## config.mk

```make
export PLATFORM = sky130hd
export DESIGN_NAME = dwstore_unit
export DESIGN_NICKNAME = d
export VERILOG_FILES = /design/src/rtl/dws_pkg.sv /design/src/rtl/dws_dp.sv /design/src/rtl/dws_ctrl.sv /design/src/rtl/dwstore_unit.sv
export SDC_FILE = /design/constraint.sdc
export NUM_CORES = 1
export LEC_CHECK = 0
export BUFFER_PORTS_ARGS = -buffer_cell sky130_fd_sc_hd__buf_2
export CAP_MARGIN = 25
export CORE_UTILIZATION = 25
export DETAILED_ROUTE_END_ITERATION = 8
export PLACE_DENSITY = 0.57
export SETUP_SLACK_MARGIN = 0.15
export SYNTH_ARGS = -nofsm -noshare
export SYNTH_HDL_FRONTEND = slang
export SYNTH_SLANG_ARGS = --single-unit
```

## constraint.sdc

```tcl
create_clock -name clk -period 4.15 [get_ports clk]
set_clock_uncertainty 0.2 [all_clocks]
set_input_delay 0.2075 -clock clk [delete_from_list [all_inputs] [get_ports clk]]
set_output_delay 0.2075 -clock clk [all_outputs]
set_load 0.1 [all_outputs]
```

## src/rtl/dws_pkg.sv

```systemverilog
package dws_pkg;

  localparam logic [5:0] OPC_DISP  = 6'd62;
  localparam logic [5:0] OPC_XFORM = 6'd31;
  localparam logic [9:0] XO_INDEX  = 10'd149;
  localparam logic [9:0] XO_INDEXU = 10'd181;
  localparam int         DISP_W    = 14;

  typedef enum logic [2:0] {
    K_DISP,
    K_DISPU,
    K_IDX,
    K_IDXU,
    K_BADFORM,
    K_UNKNOWN
  } storeKind_t;

  typedef struct packed {
    logic capture;
    logic beatActive;
    logic secondBeat;
  } dpCtrl_t;

endpackage

```

## src/rtl/dws_dp.sv

```systemverilog
module dws_dp
  import dws_pkg::*;
#(
  parameter int ADDR_W     = 32,
  parameter int DATA_W     = 64,
  parameter int LINE_BYTES = 128,
  parameter int IDX_W      = 5
) (
  input  logic                  clk,
  input  logic                  rstN,
  input  logic [31:0]           instWord,
  input  logic [DATA_W-1:0]     rdDataS,
  input  logic [DATA_W-1:0]     rdDataA,
  input  logic [DATA_W-1:0]     rdDataB,
  input  dpCtrl_t               ctl,
  output storeKind_t            kind,
  output logic [IDX_W-1:0]      rdIdxS,
  output logic [IDX_W-1:0]      rdIdxA,
  output logic [IDX_W-1:0]      rdIdxB,
  output logic                  straddle,
  output logic [ADDR_W-1:0]     eaOut,
  output logic [ADDR_W-1:0]     memAddr,
  output logic [DATA_W/8-1:0]   memBe,
  output logic [DATA_W-1:0]     memData,
  output logic [IDX_W-1:0]      wbIdx,
  output logic [DATA_W-1:0]     wbData
);

  localparam int BYTES    = DATA_W / 8;
  localparam int CNT_W    = $clog2(BYTES) + 1;
  localparam int LINE_LSB = $clog2(LINE_BYTES);
  localparam logic [CNT_W-1:0]  BYTES_C = CNT_W'(BYTES);
  localparam logic [LINE_LSB:0] LINE_SZ = (LINE_LSB+1)'(LINE_BYTES);
  localparam logic [LINE_LSB:0] BYTES_L = (LINE_LSB+1)'(BYTES);

  // instruction fields (big-endian bit 0 is instWord[31])
  logic [5:0]        opcF;
  logic [IDX_W-1:0]  rsF, raF, rbF;
  logic [DISP_W-1:0] dispF;
  logic [1:0]        dsXoF;
  logic [9:0]        xXoF;
  logic              rcF;

  assign opcF  = instWord[31:26];
  assign rsF   = instWord[25:21];
  assign raF   = instWord[20:16];
  assign rbF   = instWord[15:11];
  assign dispF = instWord[15:2];
  assign dsXoF = instWord[1:0];
  assign xXoF  = instWord[10:1];
  assign rcF   = instWord[0];

  assign rdIdxS = rsF;
  assign rdIdxA = raF;
  assign rdIdxB = rbF;

  always_comb begin
    kind = K_UNKNOWN;
    if (opcF == OPC_DISP) begin
      if (dsXoF == 2'd0)      kind = K_DISP;
      else if (dsXoF == 2'd1) kind = (raF == '0) ? K_BADFORM : K_DISPU;
    end else if (opcF == OPC_XFORM && !rcF) begin
      if (xXoF == XO_INDEX)       kind = K_IDX;
      else if (xXoF == XO_INDEXU) kind = (raF == '0) ? K_BADFORM : K_IDXU;
    end
  end

  // address generation
  logic              zeroBase, indexed;
  logic [DATA_W-1:0] baseVal, offsetVal, sumVal;
  logic [ADDR_W-1:0] eaNext;
  logic [LINE_LSB:0] room;
  logic              straddleNext;
  logic [CNT_W-1:0]  firstCntNext;

  assign zeroBase  = (raF == '0) && (kind == K_DISP || kind == K_IDX);
  assign indexed   = (kind == K_IDX) || (kind == K_IDXU);
  assign baseVal   = zeroBase ? '0 : rdDataA;
  assign offsetVal = indexed ? rdDataB
                   : {{(DATA_W-DISP_W-2){dispF[DISP_W-1]}}, dispF, 2'b00};
  assign sumVal    = baseVal + offsetVal;
  assign eaNext    = sumVal[ADDR_W-1:0];

  assign room         = LINE_SZ - {1'b0, eaNext[LINE_LSB-1:0]};
  assign straddleNext = room < BYTES_L;
  assign firstCntNext = straddleNext ? room[CNT_W-1:0] : BYTES_C;

  logic [ADDR_W-1:0] eaQ;
  logic [DATA_W-1:0] srcQ;
  logic [IDX_W-1:0]  baseIdxQ;
  logic              straddleQ;
  logic [CNT_W-1:0]  firstCntQ;

  always_ff @(posedge clk or negedge rstN) begin
    if (!rstN) begin
      eaQ       <= '0;
      srcQ      <= '0;
      baseIdxQ  <= '0;
      straddleQ <= 1'b0;
      firstCntQ <= '0;
    end else if (ctl.capture) begin
      eaQ       <= eaNext;
      srcQ      <= rdDataS;
      baseIdxQ  <= raF;
      straddleQ <= straddleNext;
      firstCntQ <= firstCntNext;
    end
  end

  // beat formation: lane i holds source byte (startByte + i)
  logic [CNT_W-1:0]  startByte, beatCnt;
  logic [DATA_W-1:0] shifted;

  assign startByte = ctl.secondBeat ? firstCntQ : '0;
  assign beatCnt   = ctl.secondBeat ? (BYTES_C - firstCntQ) : firstCntQ;
  assign shifted   = srcQ << {startByte, 3'b000};
  assign memAddr   = eaQ + {{(ADDR_W-CNT_W){1'b0}}, startByte};

  for (genvar i = 0; i < BYTES; i++) begin : g_lane
    assign memBe[i]       = CNT_W'(i) < beatCnt;
    assign memData[8*i+:8] = memBe[i] ? shifted[DATA_W-1-8*i -: 8] : 8'h00;
  end

  assign straddle = straddleQ;
  assign eaOut    = eaQ;
  assign wbIdx    = baseIdxQ;
  assign wbData   = {{(DATA_W-ADDR_W){1'b0}}, eaQ};


  line_fit_chk: assert property (@(posedge clk) disable iff (!rstN)
    ctl.beatActive |-> (int'(memAddr[LINE_LSB-1:0]) + $countones(memBe) <= LINE_BYTES));


  second_align_chk: assert property (@(posedge clk) disable iff (!rstN)
    ctl.secondBeat |-> (memAddr[LINE_LSB-1:0] == '0));

endmodule

```

## src/rtl/dws_ctrl.sv

```systemverilog
module dws_ctrl
  import dws_pkg::*;
(
  input  logic       clk,
  input  logic       rstN,
  input  logic       instValid,
  input  storeKind_t kind,
  input  logic       straddle,
  input  logic       memReady,
  input  logic       wbReady,
  input  logic       resvEnable,
  input  logic       resvActive,
  output logic       busy,
  output logic       memValid,
  output logic       wbValid,
  output logic       resvInval,
  output logic       invalidForm,
  output logic       unknownOp,
  output dpCtrl_t    ctl
);

  typedef enum logic [1:0] {S_IDLE, S_BEAT1, S_BEAT2, S_WB} state_t;

  state_t state;
  logic   updQ;
  logic   accept;

  assign accept = instValid && (state == S_IDLE);

  always_ff @(posedge clk or negedge rstN) begin
    if (!rstN) begin
      state       <= S_IDLE;
      updQ        <= 1'b0;
      invalidForm <= 1'b0;
      unknownOp   <= 1'b0;
    end else begin
      invalidForm <= 1'b0;
      unknownOp   <= 1'b0;
      case (state)
        S_IDLE: if (instValid) begin
          if (kind == K_BADFORM)      invalidForm <= 1'b1;
          else if (kind == K_UNKNOWN) unknownOp   <= 1'b1;
          else begin
            state <= S_BEAT1;
            updQ  <= (kind == K_DISPU) || (kind == K_IDXU);
          end
        end
        S_BEAT1: if (memReady) begin
          if (straddle)  state <= S_BEAT2;
          else if (updQ) state <= S_WB;
          else           state <= S_IDLE;
        end
        S_BEAT2: if (memReady) state <= updQ ? S_WB : S_IDLE;
        S_WB:    if (wbReady)  state <= S_IDLE;
        default: state <= S_IDLE;
      endcase
    end
  end

  assign busy      = (state != S_IDLE);
  assign memValid  = (state == S_BEAT1) || (state == S_BEAT2);
  assign wbValid   = (state == S_WB);
  assign resvInval = (state == S_BEAT1) && memReady && resvEnable && resvActive;

  assign ctl.capture    = accept;
  assign ctl.beatActive = memValid;
  assign ctl.secondBeat = (state == S_BEAT2);


  mem_hold_chk: assert property (@(posedge clk) disable iff (!rstN)
    (memValid && !memReady) |=> memValid);


  mem_wb_excl_chk: assert property (@(posedge clk) disable iff (!rstN)
    !(memValid && wbValid));


  wb_after_mem_chk: assert property (@(posedge clk) disable iff (!rstN)
    $rose(wbValid) |-> $past(memValid && memReady));


  resv_single_chk: assert property (@(posedge clk) disable iff (!rstN)
    resvInval |=> !resvInval);


  flag_idle_chk: assert property (@(posedge clk) disable iff (!rstN)
    (invalidForm || unknownOp) |-> (!busy && !(invalidForm && unknownOp)));

endmodule

```

## src/rtl/dwstore_unit.sv

```systemverilog
module dwstore_unit
  import dws_pkg::*;
#(
  parameter int ADDR_W     = 32,
  parameter int DATA_W     = 64,
  parameter int LINE_BYTES = 128,
  parameter int IDX_W      = 5
) (
  input  logic                clk,
  input  logic                rstN,
  input  logic                instValid,
  input  logic [31:0]         instWord,
  output logic                busy,
  output logic [IDX_W-1:0]    rdIdxS,
  output logic [IDX_W-1:0]    rdIdxA,
  output logic [IDX_W-1:0]    rdIdxB,
  input  logic [DATA_W-1:0]   rdDataS,
  input  logic [DATA_W-1:0]   rdDataA,
  input  logic [DATA_W-1:0]   rdDataB,
  output logic                memValid,
  input  logic                memReady,
  output logic [ADDR_W-1:0]   memAddr,
  output logic [DATA_W/8-1:0] memBe,
  output logic [DATA_W-1:0]   memData,
  output logic                wbValid,
  input  logic                wbReady,
  output logic [IDX_W-1:0]    wbIdx,
  output logic [DATA_W-1:0]   wbData,
  input  logic                resvEnable,
  input  logic                resvActive,
  output logic                resvInval,
  output logic [ADDR_W-1:0]   resvAddr,
  output logic                invalidForm,
  output logic                unknownOp
);

  storeKind_t kind;
  dpCtrl_t    ctl;
  logic       straddle;

  dws_dp #(
    .ADDR_W(ADDR_W), .DATA_W(DATA_W), .LINE_BYTES(LINE_BYTES), .IDX_W(IDX_W)
  ) u_dp (
    .clk(clk), .rstN(rstN), .instWord(instWord),
    .rdDataS(rdDataS), .rdDataA(rdDataA), .rdDataB(rdDataB),
    .ctl(ctl), .kind(kind),
    .rdIdxS(rdIdxS), .rdIdxA(rdIdxA), .rdIdxB(rdIdxB),
    .straddle(straddle), .eaOut(resvAddr),
    .memAddr(memAddr), .memBe(memBe), .memData(memData),
    .wbIdx(wbIdx), .wbData(wbData)
  );

  dws_ctrl u_ctrl (
    .clk(clk), .rstN(rstN), .instValid(instValid), .kind(kind),
    .straddle(straddle), .memReady(memReady), .wbReady(wbReady),
    .resvEnable(resvEnable), .resvActive(resvActive),
    .busy(busy), .memValid(memValid), .wbValid(wbValid),
    .resvInval(resvInval), .invalidForm(invalidForm),
    .unknownOp(unknownOp), .ctl(ctl)
  );

endmodule

```

==> impl_summary.txt, run 1 <==
----------------------------------------------------
[Outcome]
  Status ... complete, no violations

[Synth]
  Prevailing post-synth register cell ... dfrtp_1
  Ys Warns ... 0
  Post-synthesis average cell area ... 8.42 sq um
  Cell accounting for the most synthesized area ... dfrtp_1
  Number of flops mapped to enable cells by yosys ... 0
  Synth top area cells ... dfrtp_1 (29%), mux2_2 (9.3%), nand2_1 (6.9%)
  Flip-flop and latch count after synthesis ... roughly 110
  Area share of the leading cell type in the synthesized netlist ... 0.285
  Async set-reset flop share out of synthesis ... 1.00
  Netlist Area Pre-Place ... around 9700 sq um
  Yosys cell types ... 76
  Sequential-to-total area share from yosys stat ... 0.285
  Cells after Synth ... around 1200

[STA]
  Count of endpoints failing setup in the final report ... 0
  Final hold violation count ... 0
  Fmax achieved ... roughly 0.27 GHz
  Worst hold slack ... 0.0483 ns
  Setup WS post-layout ... 0.399 ns
  Worst Tran Pin Value ... about 0.94 ns
  Final Max Slew Viols ... 0
  Fin crit share ... 0.904
  Unrepaired setup endpoints after global routing ... false
  Worst slew slack as a fraction of its limit ... 0.371
  Post-layout minimum cycle time ... 3.75 ns

[CTS]
  Clk sink count ... 111
  H-Tree Level Count ... 3
  Clock buffers created by TritonCTS ... 9
  Root Driver ... clkbuf_16
  Worst skew pair latency ... between 0.3 and 0.4 ns
  TritonCTS clock tree ... built
  Clock transition at the registers of the reported paths ... 0.08 ns
  Maximum clock path buffer count ... 2

[Placed design]
  Final HPWL from detailed placement ... 30300 um
  Number of port buffers ... 350
  Placed Instance Area ... 13100 sq um
  Routability-driven placement congestion ratio ... 0.935
  Pre-CTS setup slack ... -0.0178 ns
  Post-placement cell count ... 1946

[Floorplanning]
  Die Width ... 199 um
  Die area ... 39700 sq um
  Count of boundary I/O pins ... 457
  Core region area ... 38000 sq um
  Row count ... 71
  Initial Utilization ... 0.256
  Die Ht ... 199 um

[Routing]
  Final routed wirelength across all metal layers ... approximately 38000 um
  Vias per inst ... 4.72
  DRC violation count after routing ... 0
  Antenna Nets Post-Route ... 0
  Average wire per cell in the routed design ... 18.6 um
  Pre-Repair DR Iteration Count ... 5
  Vias post-DR ... 9603
  DRC marker count from the first detailed-route iteration ... between 400 and 500

[Setup path]
  Critical Path End Type ... output pin
  CP arrival ... 3.34 ns
  Required time at the worst-slack endpoint ... 3.74 ns
  Setup Crit Path Kind ... register to output pin
  Worst reg2reg path depth ... 6
  Critical path launch point type ... register
  Top fanout value on the critical path ... 22

[Hold path]
  Number of stages on the worst hold path ... 3
  Worst hold-check path type ... input port to register

[Final layout]
  Final instance area ... 14200 sq um
  Reg area ... 2780 sq um
  Total Nets Final ... 1794
  Fraction of final layout cells with drive strength greater than 1 ... 0.371
  Area of the multi-input gates ... around 6700 sq um
  Area added between synthesis and finish ... 45.8%
  # fillers ... just under 4000
  Layout Cells excl Fill ... approximately 2000

[GRT]
  Number of global-route vias before repair ... between 9000 and 10000
  M2 GR Usage ... 0.314
  Initial antenna violation count ... 1
  Overflow left after global routing ... 0
  Met3 layer usage reported by global route ... 0.0204
  Total routing usage reported by global routing ... 0.188
  Global routing met1 resource utilization ... 0.248
  Most congested layer reported by global routing ... met2
  Pin count of the biggest net entering global routing ... 74
  First-pass GRT wire length ... roughly 56000 um

[Job]
  Reported max-cap violation count ... 0

----------------------------------------------------
## through the flow
step | setup TNS [ns] | util
final | 0 | 0.373
after global routing | 0 | 0.373
after CTS | 0 | 0.372
after detailed placement | -0.0330 | 0.344
after global placement | -0.192 | 0.344
after floorplan | -1.64 | -
## timing repair
action                                  CTS  global route
hold buffers                             72             0
resized for setup                         2            12
endpoints found under the hold margin   121             0
setup buffers                             0             1
endpoints found under the setup margin    8            46
pin swaps                                 0             1
## logic make-up after synthesis
family | share of synthesized area
compound gates | 0.152
xor+xnor | 0.0549
buf+inv | 0.0935
mux | 0.142
fa+ha+maj | 0.0581
other cells | 0.000385
flops | 0.285
simple gates | 0.214
## flip-flops by register name (all words and copies together), names as in the netlist
| register | flops |
|---|---|
| u_ctrl.state | 2 |
| u_ctrl.invalidForm | 1 |
| u_dp.straddle | 1 |
| u_dp.srcQ | 64 |
| u_ctrl.updQ | 1 |
| u_dp.eaOut | 32 |
| u_dp.wbIdx | 5 |
| u_dp.firstCntQ | 4 |
| u_ctrl.unknownOp | 1 |
## cells in the mapped netlist (5+ instances only)
cell and number:
o211ai_1 8, a21o_1 20, o21ai_0 51, buf_4 80, nor2b_1 23, a21oi_1 58, a31oi_1 10, nand4_1 11
nand3_1 35, a32oi_1 8, xnor2_1 34, and4_1 5, inv_1 19, mux2i_1 48, dfrtp_1 111, and3_1 20
nand2_1 179, nor3_1 8, buf_2 10, xor2_1 27, mux2_2 80, a211oi_1 23, ha_1 42, clkbuf_1 38
o21a_1 6, nor2_1 76, and2_1 44
## cell usage in the layout (no fill, tap or decap), types with 41 or more instances in the layout
| cell | synthesis | layout |
|---|---|---|
| dfrtp_1 | 111 | 110 |
| dlygate4sd3_1 | 0 | 72 |
| buf_2 | 10 | 284 |
| and2_1 | 44 | 44 |
| o21ai_0 | 51 | 51 |
| nor2_1 | 76 | 57 |
| buf_12 | 0 | 68 |
| nand2_1 | 179 | 177 |
| a21oi_1 | 58 | 50 |
| mux2i_1 | 48 | 48 |
| mux2_2 | 80 | 80 |
| ha_1 | 42 | 41 |
## layout make-up
type	instances	area share
Multi-Input combinational cell	922	0.469
Sequential cell	111	0.196
Tap cell	511	0.0450
Antenna cell	1	0.000176
Inverter	21	0.00555
Clock inverter	6	0.00520
Clock buffer	10	0.0168
Timing Repair Buffer	454	0.263
## layer usage
metal  vias to the layer above  share of wire
met5                         -        0.00032
met4                         2          0.029
met3                        55          0.043
met2                       332           0.47
met1                      4543           0.46
li1                       4671              -
## critical path: stages (launching register included)
cell	delay, ns
dfrtp_1	0.42
inv_1	0.14
ha_4	0.19
buf_4	0.24
nand2_1	0.12
a21oi_4	0.29
o311ai_2	0.37
or3_1	0.64
nor2_1	0.32
buf_12	0.22
## path summary, 6_finish.rpt
check | endpoint | slack (ns) | from
setup / recovery | memData[48] | 0.40 | u_ctrl.state[0]$_DFFE_PN0P_
hold / removal | u_dp.firstCntQ[3]$_DFFE_PN0P_ | 0.05 | instValid
setup reg to reg | u_dp.srcQ[2]$_DFFE_PN0P_ | 1.96 | u_ctrl.state[0]$_DFFE_PN0P_
hold reg to reg | u_dp.wbIdx[4]$_DFFE_PN0P_ | 0.31 | u_dp.wbIdx[4]$_DFFE_PN0P_
max in group asynchronous | u_dp.srcQ[10]$_DFFE_PN0P_ | 2.54 | rstN
min in group asynchronous | u_dp.srcQ[37]$_DFFE_PN0P_ | 0.21 | rstN
Power of run 1 is left out: the tool's default activity adds up to more than one toggle a clock period on the data nets, which glitch-free logic cannot reach.
==> inputs of run 2 (changes only) <==
--- a/config.mk
+++ b/config.mk
@@ -7,6 +7,7 @@
 export LEC_CHECK = 0
 export BUFFER_PORTS_ARGS = -buffer_cell sky130_fd_sc_hd__buf_2
 export CAP_MARGIN = 25
+export CORE_MARGIN = 2
 export CORE_UTILIZATION = 25
 export DETAILED_ROUTE_END_ITERATION = 8
 export PLACE_DENSITY = 0.57
@@ -14,3 +15,4 @@
 export SYNTH_ARGS = -nofsm -noshare
 export SYNTH_HDL_FRONTEND = slang
 export SYNTH_SLANG_ARGS = --single-unit
+export TNS_END_PERCENT = 1
==> constraint.sdc (replaced) <==
create_clock -name clk -period 4.15 [get_ports clk]
set_clock_uncertainty 0.2 [all_clocks]
set_input_delay 0.2075 -clock clk [delete_from_list [all_inputs] [get_ports clk]]
set_output_delay 0.2075 -clock clk [all_outputs]
set_load 0.05 [all_outputs]
==> impl_summary.txt, run 2 (synthesis gave the netlist of run 1 again) <==
----------------------------------------------------
[Routing]
  Vias post-DR ... 9682 (+0.82%)
  Average wire per cell in the routed design ... 18.5 um (-0.46%)
  Vias per inst ... 4.74 (+0.53%)
  Final routed wirelength across all metal layers ... 37800 um (-0.17%)
  DRC violation count after routing ... 0 (unchanged)
  Antenna Nets Post-Route ... 0 (unchanged)
  Pre-Repair DR Iteration Count ... 9 (+4)
  DRC marker count from the first detailed-route iteration ... 567 (+35%)

[Outcome]
  Status ... complete, no violations

[GRT]
  Global routing met1 resource utilization ... 0.234 (-0.0146)
  Most congested layer reported by global routing ... met2
  Pin count of the biggest net entering global routing ... 62 (-16%)
  First-pass GRT wire length ... 57400 um (+2.7%)
  Met3 layer usage reported by global route ... 0.0285 (+0.00808)
  Overflow left after global routing ... 0 (unchanged)
  Initial antenna violation count ... 0 (-1)
  Number of global-route vias before repair ... 9645 (+2.3%)
  M2 GR Usage ... 0.314 (+0.000568)
  Total routing usage reported by global routing ... 0.182 (-0.00572)

[CTS]
  Clock buffers created by TritonCTS ... 9 (unchanged)
  Root Driver ... clkbuf_16
  Clk sink count ... 111 (unchanged)
  Clock transition at the registers of the reported paths ... 0.08 ns (about the same)
  TritonCTS clock tree ... built
  Maximum clock path buffer count ... 2 (unchanged)
  Worst skew pair latency ... 0.36 ns (-0.02 ns)
  H-Tree Level Count ... 3 (unchanged)

[Final layout]
  Final instance area ... 12800 sq um (-10%)
  Register containing the most flip-flops in the final layout ... u_dp.srcQ
  Area added between synthesis and finish ... 31.2%
  Flip-flop count of the largest register after layout ... 64 (unchanged)
  Commonest non-fill, non-tap cell in the layout ... buf_2
  Total Nets Final ... 1794 (unchanged)
  Fraction of final layout cells with drive strength greater than 1 ... 0.334 (-0.0374)
  # fillers ... 4155 (+5.8%)
  Diode count ... 0 (-1)
  Highest-count cells in the layout ignoring fill and taps ... buf_2 (342), nand2_1 (177), dfrtp_1 (111)

[STA]
  Setup WS post-layout ... 0.441 ns (+0.0419 ns)
  Final hold violation count ... 0 (unchanged)
  Fmax achieved ... 0.270 GHz (+1.1%)
  Final Max Slew Viols ... 0 (unchanged)
  Count of endpoints failing setup in the final report ... 0 (unchanged)
  Worst Tran Pin Value ... 0.877 ns (-0.0658 ns)
  Worst slew slack as a fraction of its limit ... 0.411 (+0.0404)
  Fin crit share ... 0.894 (-0.0101)
  Total negative slack for setup checks ... 0 ns (unchanged)
  Post-layout minimum cycle time ... 3.71 ns (-0.0419 ns)
  Worst hold slack ... 0.0755 ns (+0.0272 ns)
  Unrepaired setup endpoints after global routing ... false

[Setup path]
  Required time at the worst-slack endpoint ... 4.20 ns (+0.46 ns)
  Setup crit start ... instWord[7]
  Setup Crit Path Kind ... input port to register
  Worst r2r src ... u_ctrl.state[0]$_DFFE_PN0P_
  CP arrival ... 3.76 ns (+0.42 ns)
  Top fanout value on the critical path ... 16 (-27%)
  Critical path launch point type ... input port
  Critical Path End Type ... register

[Placed design]
  Routability-driven placement congestion ratio ... 0.918 (-1.8%)
  Placed Instance Area ... 11700 sq um (-11%)
  Pre-CTS setup slack ... 0.105 ns (+0.123 ns)
  Final HPWL from detailed placement ... 30000 um (-0.82%)
  Number of port buffers ... 350 (unchanged)

[Pwr]
  Areal power density over the cells ... 848 nW/um^2
  Worst ir drop on vdd ... 0.529 mV
  Power, Total ... 10.8 mW
  Pleak ... 6.06 nW

[Floorplanning]
  Count of boundary I/O pins ... 457 (unchanged)
  Initial Utilization ... 0.253 (-0.00356)
  Row count ... 72 (+1.4%)
  Core region area ... 38600 sq um (+1.4%)
  Die area ... 40500 sq um (+2.0%)
  Die Ht ... 201 um (+1.0%)
  Die Width ... 201 um (+1.0%)

[Job]
  Reported max-cap violation count ... 0 (unchanged)

[Hold path]
  HP Start ... instValid
  Worst hold-check path type ... input port to register

----------------------------------------------------
## run 2: cell count changes in the layout (fill, tap and decap cells not counted), moves of 8 or more
cell	change
a21oi_1	+8
a21oi_4	-8
buf_12	-64
buf_2	+58
nor2_1	+18
nor2_2	-16
xnor2_1	+20
xnor2_2	-14
## run 2: metrics by stage
step | cells | util
5_1_grt | 2042 | 0.331
4_1_cts | 2037 | 0.330
2_1_floorplan | 1188 | -
3_5_place_dp | 1952 | 0.304
6_report | 2042 | 0.331
3_3_place_gp | 1952 | 0.304
## run 2: worst paths after layout
check                                                endpoint  slack [ns]  cells past startpoint
worst max register to register      u_dp.srcQ[39]$_DFFE_PN0P_        1.59                      6
worst min-delay path            u_dp.firstCntQ[3]$_DFFE_PN0P_        0.08                      3
min in group asynchronous           u_dp.srcQ[23]$_DFFE_PN0P_        0.30                      2
max in group asynchronous           u_dp.srcQ[53]$_DFFE_PN0P_        2.63                      3
worst min register to register      u_dp.wbIdx[4]$_DFFE_PN0P_        0.30                      1
worst max-delay path               u_dp.eaOut[30]$_DFFE_PN0P_        0.44                     13
## run 2: area by class of cell
| type | count | area [sq um] | area share |
|---|---|---|---|
| Tap cell | 518 | 648 | 0.0507 |
| Multi-Input combinational cell | 922 | 6200 | 0.485 |
| Clock buffer | 10 | 239 | 0.0187 |
| Clock inverter | 6 | 52.6 | 0.00411 |
| Timing Repair Buffer | 454 | 2780 | 0.217 |
| Inverter | 21 | 78.8 | 0.00617 |
| Sequential cell | 111 | 2780 | 0.217 |
## run 2: power breakdown
| group | switching, mW | total [mW] | internal, mW |
|---|---|---|---|
| registers | 0.688 | 2.29 | 1.60 |
| logic | 5.69 | 7.66 | 1.97 |
| clock network | 0.448 | 0.884 | 0.436 |
| total | 6.82 | 10.8 | 4.01 |
## run 2: what timing repair did
| item | in CTS | in global routing |
|---|---|---|
| pin swaps | 0 | 1 |
| hold endpoints to repair | 127 | 1 |
| hold buffers | 69 | 1 |
| resized for setup | 5 | 8 |
| endpoints found under the setup margin | 24 | 13 |
| buffers inserted | 0 | 3 |
## run 2: routing by layer
| metal | part of all wire | wire (um) | up-vias |
|---|---|---|---|
| met5 | 0 | 0 | - |
| met1 | 0.43 | 16200 | 4568 |
| li1 | - | - | 4668 |
| met4 | 0.022 | 841 | 0 |
| met3 | 0.062 | 2360 | 40 |
| met2 | 0.49 | 18400 | 406 |
## run 2: critical path: stages
cell,delay [ns]
buf_2,0.13
nor4b_4,0.29
nand4_1,0.14
nor2_2,0.60
mux2_2,0.42
ha_1,0.42
nand4_1,0.18
a211oi_1,0.22
a21oi_1,0.06
o211ai_1,0.26
a41oi_2,0.30
o21ba_2,0.28
a211o_1,0.23
Power figures use the tool's default switching activity.
